--- config.mk ---
export PLATFORM = sky130hd
export DESIGN_NAME = pwm_dual
export DESIGN_NICKNAME = d
export VERILOG_FILES = /design/src/rtl/pwm_dual_pkg.sv /design/src/rtl/pwm_regs.sv /design/src/rtl/pwm_counter.sv /design/src/rtl/pwm_outmux.sv /design/src/rtl/pwm_dual.sv
export SDC_FILE = /design/constraint.sdc
export NUM_CORES = 1
export LEC_CHECK = 0
export ABC_AREA = 1
export BUFFER_PORTS_ARGS = -buffer_cell sky130_fd_sc_hd__buf_4
export CORE_MARGIN = 2
export CORE_UTILIZATION = 61
export CTS_CLUSTER_DIAMETER = 150
export DETAILED_ROUTE_END_ITERATION = 6
export PLACE_DENSITY = 0.75
export SYNTH_ARGS = -nofsm -noshare
export SYNTH_HDL_FRONTEND = slang
export SYNTH_HIERARCHICAL = 1
export SYNTH_SLANG_ARGS = --single-unit
export TNS_END_PERCENT = 30
--- constraint.sdc ---
create_clock -name clk -period 2.5 [get_ports clk]
set_input_delay 0.5 -clock clk [delete_from_list [all_inputs] [get_ports clk]]
set_output_delay 0.5 -clock clk [all_outputs]
set_load 0.05 [all_outputs]
--- src/rtl/pwm_dual_pkg.sv ---
package pwm_dual_pkg;
  typedef enum logic [1:0] {
    MODE_OFF    = 2'd0,
    MODE_VAR    = 2'd1,
    MODE_TWIN8  = 2'd2,
    MODE_TWIN16 = 2'd3
  } pwm_mode_e;

  localparam int NREG   = 4;
  localparam int ADDR_W = $clog2(NREG);

  // register roles, fixed by the mode decoding
  localparam int RI_A_LO = 0;
  localparam int RI_A_HI = 1;
  localparam int RI_B_LO = 2;
  localparam int RI_B_HI = 3;
endpackage

--- src/rtl/pwm_regs.sv ---
module pwm_regs
  import pwm_dual_pkg::*;
#(
  parameter int REG_W = 8
) (
  input  logic                          clk,
  input  logic                          rst_n,
  input  logic                          wr_en,
  input  logic [ADDR_W-1:0]             wr_addr,
  input  logic [REG_W-1:0]              wr_data,
  input  logic                          load,
  output logic [NREG-1:0][REG_W-1:0]    act
);
  logic [NREG-1:0][REG_W-1:0] shadow;

  for (genvar g = 0; g < NREG; g++) begin : g_reg
    logic hit;
    assign hit = wr_en && (wr_addr == ADDR_W'(g));

    always_ff @(posedge clk) begin
      if (!rst_n) begin
        shadow[g] <= '0;
        act[g]    <= '0;
      end else begin
        if (hit)  shadow[g] <= wr_data;
        if (load) act[g]    <= shadow[g];
      end
    end
  end

  // working copy moves only on a load event
  assert_hold_R9: assert property (@(posedge clk) disable iff (!rst_n)
    !load |=> $stable(act));
endmodule

--- src/rtl/pwm_counter.sv ---
module pwm_counter
  import pwm_dual_pkg::*;
#(
  parameter int REG_W = 8,
  localparam int CW   = 2 * REG_W
) (
  input  logic             clk,
  input  logic             rst_n,
  input  pwm_mode_e        mode_q,
  input  logic             restart,
  input  logic             blank,
  input  logic [REG_W-1:0] per_lo,
  input  logic [REG_W-1:0] per_hi,
  output logic [CW-1:0]    cnt,
  output logic             wrap
);
  // last count value of a cycle for each mode
  function automatic logic [CW-1:0] last_count(pwm_mode_e m,
                                               logic [REG_W-1:0] lo,
                                               logic [REG_W-1:0] hi);
    case (m)
      MODE_VAR:    last_count = {hi, lo} - CW'(1);
      MODE_TWIN8:  last_count = {{REG_W{1'b0}}, lo};
      MODE_TWIN16: last_count = '1;
      default:     last_count = '0;
    endcase
  endfunction

  logic [CW-1:0] last;
  assign last = last_count(mode_q, per_lo, per_hi);
  assign wrap = (mode_q != MODE_OFF) && !blank && (cnt == last);

  always_ff @(posedge clk) begin
    if (!rst_n)                                   cnt <= '0;
    else if (restart || blank || mode_q == MODE_OFF) cnt <= '0;
    else if (wrap)                                cnt <= '0;
    else                                          cnt <= cnt + CW'(1);
  end

  assert_idle_zero_R1: assert property (@(posedge clk) disable iff (!rst_n)
    (mode_q == MODE_OFF) |-> (cnt == '0));

  assert_twin8_bound_R5: assert property (@(posedge clk) disable iff (!rst_n)
    (mode_q == MODE_TWIN8) |-> (cnt <= {{REG_W{1'b0}}, per_lo}));

  assert_blank_start_R10: assert property (@(posedge clk) disable iff (!rst_n)
    blank |=> (cnt == '0));
endmodule

--- src/rtl/pwm_outmux.sv ---
module pwm_outmux
  import pwm_dual_pkg::*;
#(
  parameter int REG_W = 8,
  localparam int CW   = 2 * REG_W
) (
  input  logic                       clk,
  input  logic                       rst_n,
  input  pwm_mode_e                  mode_q,
  input  logic                       blank,
  input  logic [CW-1:0]              cnt,
  input  logic [NREG-1:0][REG_W-1:0] act,
  output logic                       pwm_a,
  output logic                       pwm_b,
  output logic                       oe_a,
  output logic                       oe_b
);
  function automatic logic below(logic [CW-1:0] c, logic [CW-1:0] cmp);
    below = c < cmp;
  endfunction

  function automatic logic [CW-1:0] ext(logic [REG_W-1:0] v);
    ext = {{REG_W{1'b0}}, v};
  endfunction

  logic [CW-1:0] cmp_a16, cmp_b16;
  logic          a_raw, b_raw;

  assign cmp_a16 = {act[RI_A_HI], act[RI_A_LO]};
  assign cmp_b16 = {act[RI_B_HI], act[RI_B_LO]};

  always_comb begin
    a_raw = 1'b0;
    b_raw = 1'b0;
    case (mode_q)
      MODE_VAR:    b_raw = below(cnt, cmp_a16);
      MODE_TWIN8: begin
        a_raw = below(cnt, ext(act[RI_A_LO]));
        b_raw = !below(cnt, ext(act[RI_B_HI])) && below(cnt, ext(act[RI_A_HI]));
      end
      MODE_TWIN16: begin
        a_raw = below(cnt, cmp_a16);
        b_raw = below(cnt, cmp_b16);
      end
      default: ;
    endcase
  end

  assign pwm_a = a_raw && !blank;
  assign pwm_b = b_raw && !blank;
  assign oe_a  = (mode_q == MODE_TWIN8) || (mode_q == MODE_TWIN16);
  assign oe_b  = (mode_q != MODE_OFF);

  assert_blank_low_R10: assert property (@(posedge clk) disable iff (!rst_n)
    blank |-> (!pwm_a && !pwm_b));

  assert_off_released_R1: assert property (@(posedge clk) disable iff (!rst_n)
    (mode_q == MODE_OFF) |-> (!oe_a && !oe_b && !pwm_a && !pwm_b));

  assert_var_a_idle_R3: assert property (@(posedge clk) disable iff (!rst_n)
    (mode_q == MODE_VAR) |-> (!pwm_a && !oe_a));

  assert_sync_start_R7: assert property (@(posedge clk) disable iff (!rst_n)
    (mode_q == MODE_TWIN16 && !blank && cnt == '0 &&
     cmp_a16 != '0 && cmp_b16 != '0) |-> (pwm_a && pwm_b));
endmodule

--- src/rtl/pwm_dual.sv ---
module pwm_dual
  import pwm_dual_pkg::*;
#(
  parameter int REG_W = 8
) (
  input  logic              clk,
  input  logic              rst_n,
  input  logic [1:0]        mode,
  input  logic              wr_en,
  input  logic [ADDR_W-1:0] wr_addr,
  input  logic [REG_W-1:0]  wr_data,
  output logic              pwm_a,
  output logic              pwm_a_oe,
  output logic              pwm_b,
  output logic              pwm_b_oe
);
  localparam int CW = 2 * REG_W;

  pwm_mode_e                  mode_q;
  logic                       blank;
  logic                       restart;
  logic                       wrap;
  logic                       load;
  logic [CW-1:0]              cnt;
  logic [NREG-1:0][REG_W-1:0] act;

  assign restart = (pwm_mode_e'(mode) != mode_q);
  assign load    = restart || wrap;

  always_ff @(posedge clk) begin
    if (!rst_n) begin
      mode_q <= MODE_OFF;
      blank  <= 1'b0;
    end else begin
      mode_q <= pwm_mode_e'(mode);
      blank  <= restart;
    end
  end

  pwm_regs #(.REG_W(REG_W)) u_regs (
    .clk(clk), .rst_n(rst_n), .wr_en(wr_en), .wr_addr(wr_addr),
    .wr_data(wr_data), .load(load), .act(act)
  );

  pwm_counter #(.REG_W(REG_W)) u_cnt (
    .clk(clk), .rst_n(rst_n), .mode_q(mode_q), .restart(restart),
    .blank(blank), .per_lo(act[RI_B_LO]), .per_hi(act[RI_B_HI]),
    .cnt(cnt), .wrap(wrap)
  );

  pwm_outmux #(.REG_W(REG_W)) u_out (
    .clk(clk), .rst_n(rst_n), .mode_q(mode_q), .blank(blank), .cnt(cnt),
    .act(act), .pwm_a(pwm_a), .pwm_b(pwm_b), .oe_a(pwm_a_oe), .oe_b(pwm_b_oe)
  );

  assert_mode_blank_R10: assert property (@(posedge clk) disable iff (!rst_n)
    restart |=> (blank && !pwm_a && !pwm_b));
endmodule

==> flow_summary.ini <==
[synth]
synth-warning-count = 6
syn_inst = 868
ys_ff_latch = 83
yosys.cell_types.count = 40
syn_nets = 929
synth-edff-count = 0
synth_ff_type = dfxtp_1
async_flop_share_pct = 0
synthTopCellsByCount = nand2_1, nor2_1, inv_1, dfxtp_1, nand3_1
synth_seq_area_share_pct = 29.05
syn_avg_cell_area_um2 = 6.590
synth_area_um2 = 5720
ys_top_cells_by_area = dfxtp_1, nand2_1, ha_1, nor2_1, inv_1
synth_area_leader_cell = dfxtp_1
synth_top_area_share_pct = 29.05
synth.most_common_cell = nand2_1

[power]
power_density_nw_per_um2 = 490.6
ir_drop_uv = 427.6
p_leak_uw = 0.003467

[hold_path]
holdCritStartpoint = mode[0]
holdPathStages = 3
hp-class = in -> reg

[final_layout]
final_core_util_pct = 80.12
postLayoutCellArea_um2 = 7333
num_antenna_cells = 0
fillers = 601
final_nets = 1013
drive_above_1_share_pct = 30.93
area_delta_synth_final_pct = 28.19

[worst_setup_path]
slowest_stage = dfxtp_2
critical_path_class = reg -> out
crit_family = simple AND/OR/NAND/NOR gates
cp_num_cells = 9
crit_fanout = 7
crit_start = u_cnt/cnt[13]$_SDFF_PP0_
cp_num_buf_inv = 1
max_stage_delay_ns = 0.46
ff2ff_path_depth = 20
cp_data_required_time_ns = 2.00
arrival_ns = 2.17
startpoint_type = register
reg2reg_from = u_regs/act[18]$_SDFFE_PN0P_
crit_top_cell = nor2_2
end_kind = output pin
worstPathCellList = ha_1, a21oi_1, o21ai_0, nor2_1, nand2_1, nor2_2, nor2_2, nor2_2, buf_6

[run_status]
violations = negative setup slack
status = finished with violations

[floorplan]
dieArea_um2 = 10170
pin_count = 19
start_util_pct = 62.50
core_area_um2 = 9153
num_rows = 35
die_x_um = 100.8
die_y_um = 100.8

[timing]
setup_ws_ns = -0.1708
rsz0062_at_grt = true
drv_slew = 0
finClkSkew_ns = 0.02110
setup-violations-final = 8
tightestPinTransition_ns = 0.4658
fin_crit_ns = 2.671
maxSlewHeadroom_pct = 68.83
fmax_ghz = 0.3744
finalHoldViolations = 0
whs_ns = 0.3259
finalCritPeriodShare_pct = 106.8

[cts]
insertion_delay_ns = 0.37
cts_buffer_depth = 2
cts_tree = built
clk_pin_slew_ns = 0.10
cts_buffers = 9
cts_root_buf = clkbuf_8
cts_max_level = 3
cts.sinks = 83
hold_buffers = 0

[global_route]
grt_pass1_vias = 5168
grt-ovfl-total = 0
grt_pass1_wl_mm = 24.95
antenna_found_initial = 0
grt_usage_pct = 31.42
grt_max_degree = 49

[route]
drc_errors = 0
vias = 5958
wl_per_cell_um = 16.30
antenna_left = 0
viasPerCell = 5.579
drt_first_pass_iters = 5
drtIter0Drc = 450
wl_mm = 17.40

[run]
cap_viol_max_count = 0

[placed_design]
place_area_um2 = 6100
dpl.hpwl_mm = 11.47
place_ws_ns = -0.1173
port_buffers = 18
gp_congestion = 0.9997
placed cells by master, fill, tap and decap left out, types with 6 or more instances in the layout:
cell / netlist / routed
clkbuf_8: 0 / 9
xor2_1: 12 / 12
nand2_2: 9 / 26
nor2_2: 10 / 17
nor2_4: 17 / 23
o21ai_1: 3 / 13
dfxtp_4: 0 / 10
dfxtp_1: 83 / 44
nand3_1: 60 / 50
buf_6: 4 / 20
inv_1: 122 / 106
inv_2: 8 / 22
ha_4: 0 / 17
nor2_1: 134 / 121
dfxtp_2: 0 / 29
buf_4: 1 / 68
ha_1: 46 / 28
a21oi_2: 1 / 7
nand3b_1: 6 / 6
a21oi_1: 50 / 44
nand3_2: 5 / 15
nand2_1: 211 / 193
o21ai_0: 39 / 27
routing by layer:
metal	part of all wire, %	GRT usage, %	routed length, um
met1	41	41.53	7117
met2	49	51.03	8462
met3	6.4	5.270	1118
met4	4.1	12.54	705
met5	0	0	0
layout make-up:
| class | instances | area [um2] | share of cell area [%] |
|---|---|---|---|
| Clock buffer | 10 | 127.6 | 1.740 |
| Clock inverter | 6 | 66.31 | 0.9043 |
| Inverter | 130 | 495.5 | 6.757 |
| Multi-Input combinational cell | 631 | 3844 | 52.41 |
| Sequential cell | 83 | 1735 | 23.66 |
| Tap cell | 111 | 138.9 | 1.894 |
| Timing Repair Buffer | 97 | 925.9 | 12.63 |
report_power, final:
| part | internal [uW] | switching, uW |
|---|---|---|
| combinational | 474 | 716 |
| clock | 464 | 498 |
| sequential | 1400 | 49.8 |
metrics by stage:
stage | setup TNS, ns | total power [uW] | cells
floorplan | 0 | 2106 | 868
global placement | -0.07123 | 2335 | 1005
detailed placement | -1.675 | 2355 | 1005
CTS | -0.08918 | 3378 | 1036
global route | -3.644 | 3787 | 1068
finish | -0.3929 | 3598 | 1068
cell families after synthesis:
kind of cell,count (synthesis),synth area share (%)
AOI/OAI and AO/OA,98,9.033
xor gates and xnor gates,13,1.990
adders and majority gates,46,10.06
buffers and inverters,154,11.33
DFF,83,29.05
and+or+nand+nor,474,38.54
timing repair:
item | CTS | global route
pin swaps | 20 | 44
setup endpoints to repair | 34 | 34
buffers inserted | 15 | 29
gates resized for setup | 74 | 106
gates cloned | 0 | 3
worst reg2reg max path, stage by stage, from the launching register on:
cell and delay [ns]:
dfxtp_4 0.36, buf_4 0.15, nor2_4 0.16, nand2_4 0.11, nor2_4 0.13, nand2_1 0.07
nand2_1 0.08, nand2_1 0.08, nand2_2 0.07, nand3b_1 0.09, inv_1 0.10, nand3_2 0.07
nor3_2 0.12, nand2_1 0.06, nor2_1 0.08, inv_1 0.07, nand2_4 0.16, buf_12 0.14
clkbuf_16 0.14, o21ai_2 0.06, a21oi_1 0.14
path summary, 6_finish.rpt:
kind	to	slack, ns
hold reg to reg	u_regs/act[26]$_SDFFE_PN0P_	0.45
hold / removal	mode_q[0]$_SDFF_PN0_	0.33
setup / recovery	pwm_b	-0.17
setup reg to reg	u_regs/act[13]$_SDFFE_PN0P_	-0.04
flip-flops by register name (all words and copies together), names as in the netlist:
name	count
u_regs/act	32
blank	1
mode_q	2
u_regs/shadow	32
u_cnt/cnt	16
No activity file was read; power rests on OpenSTA's default activity.
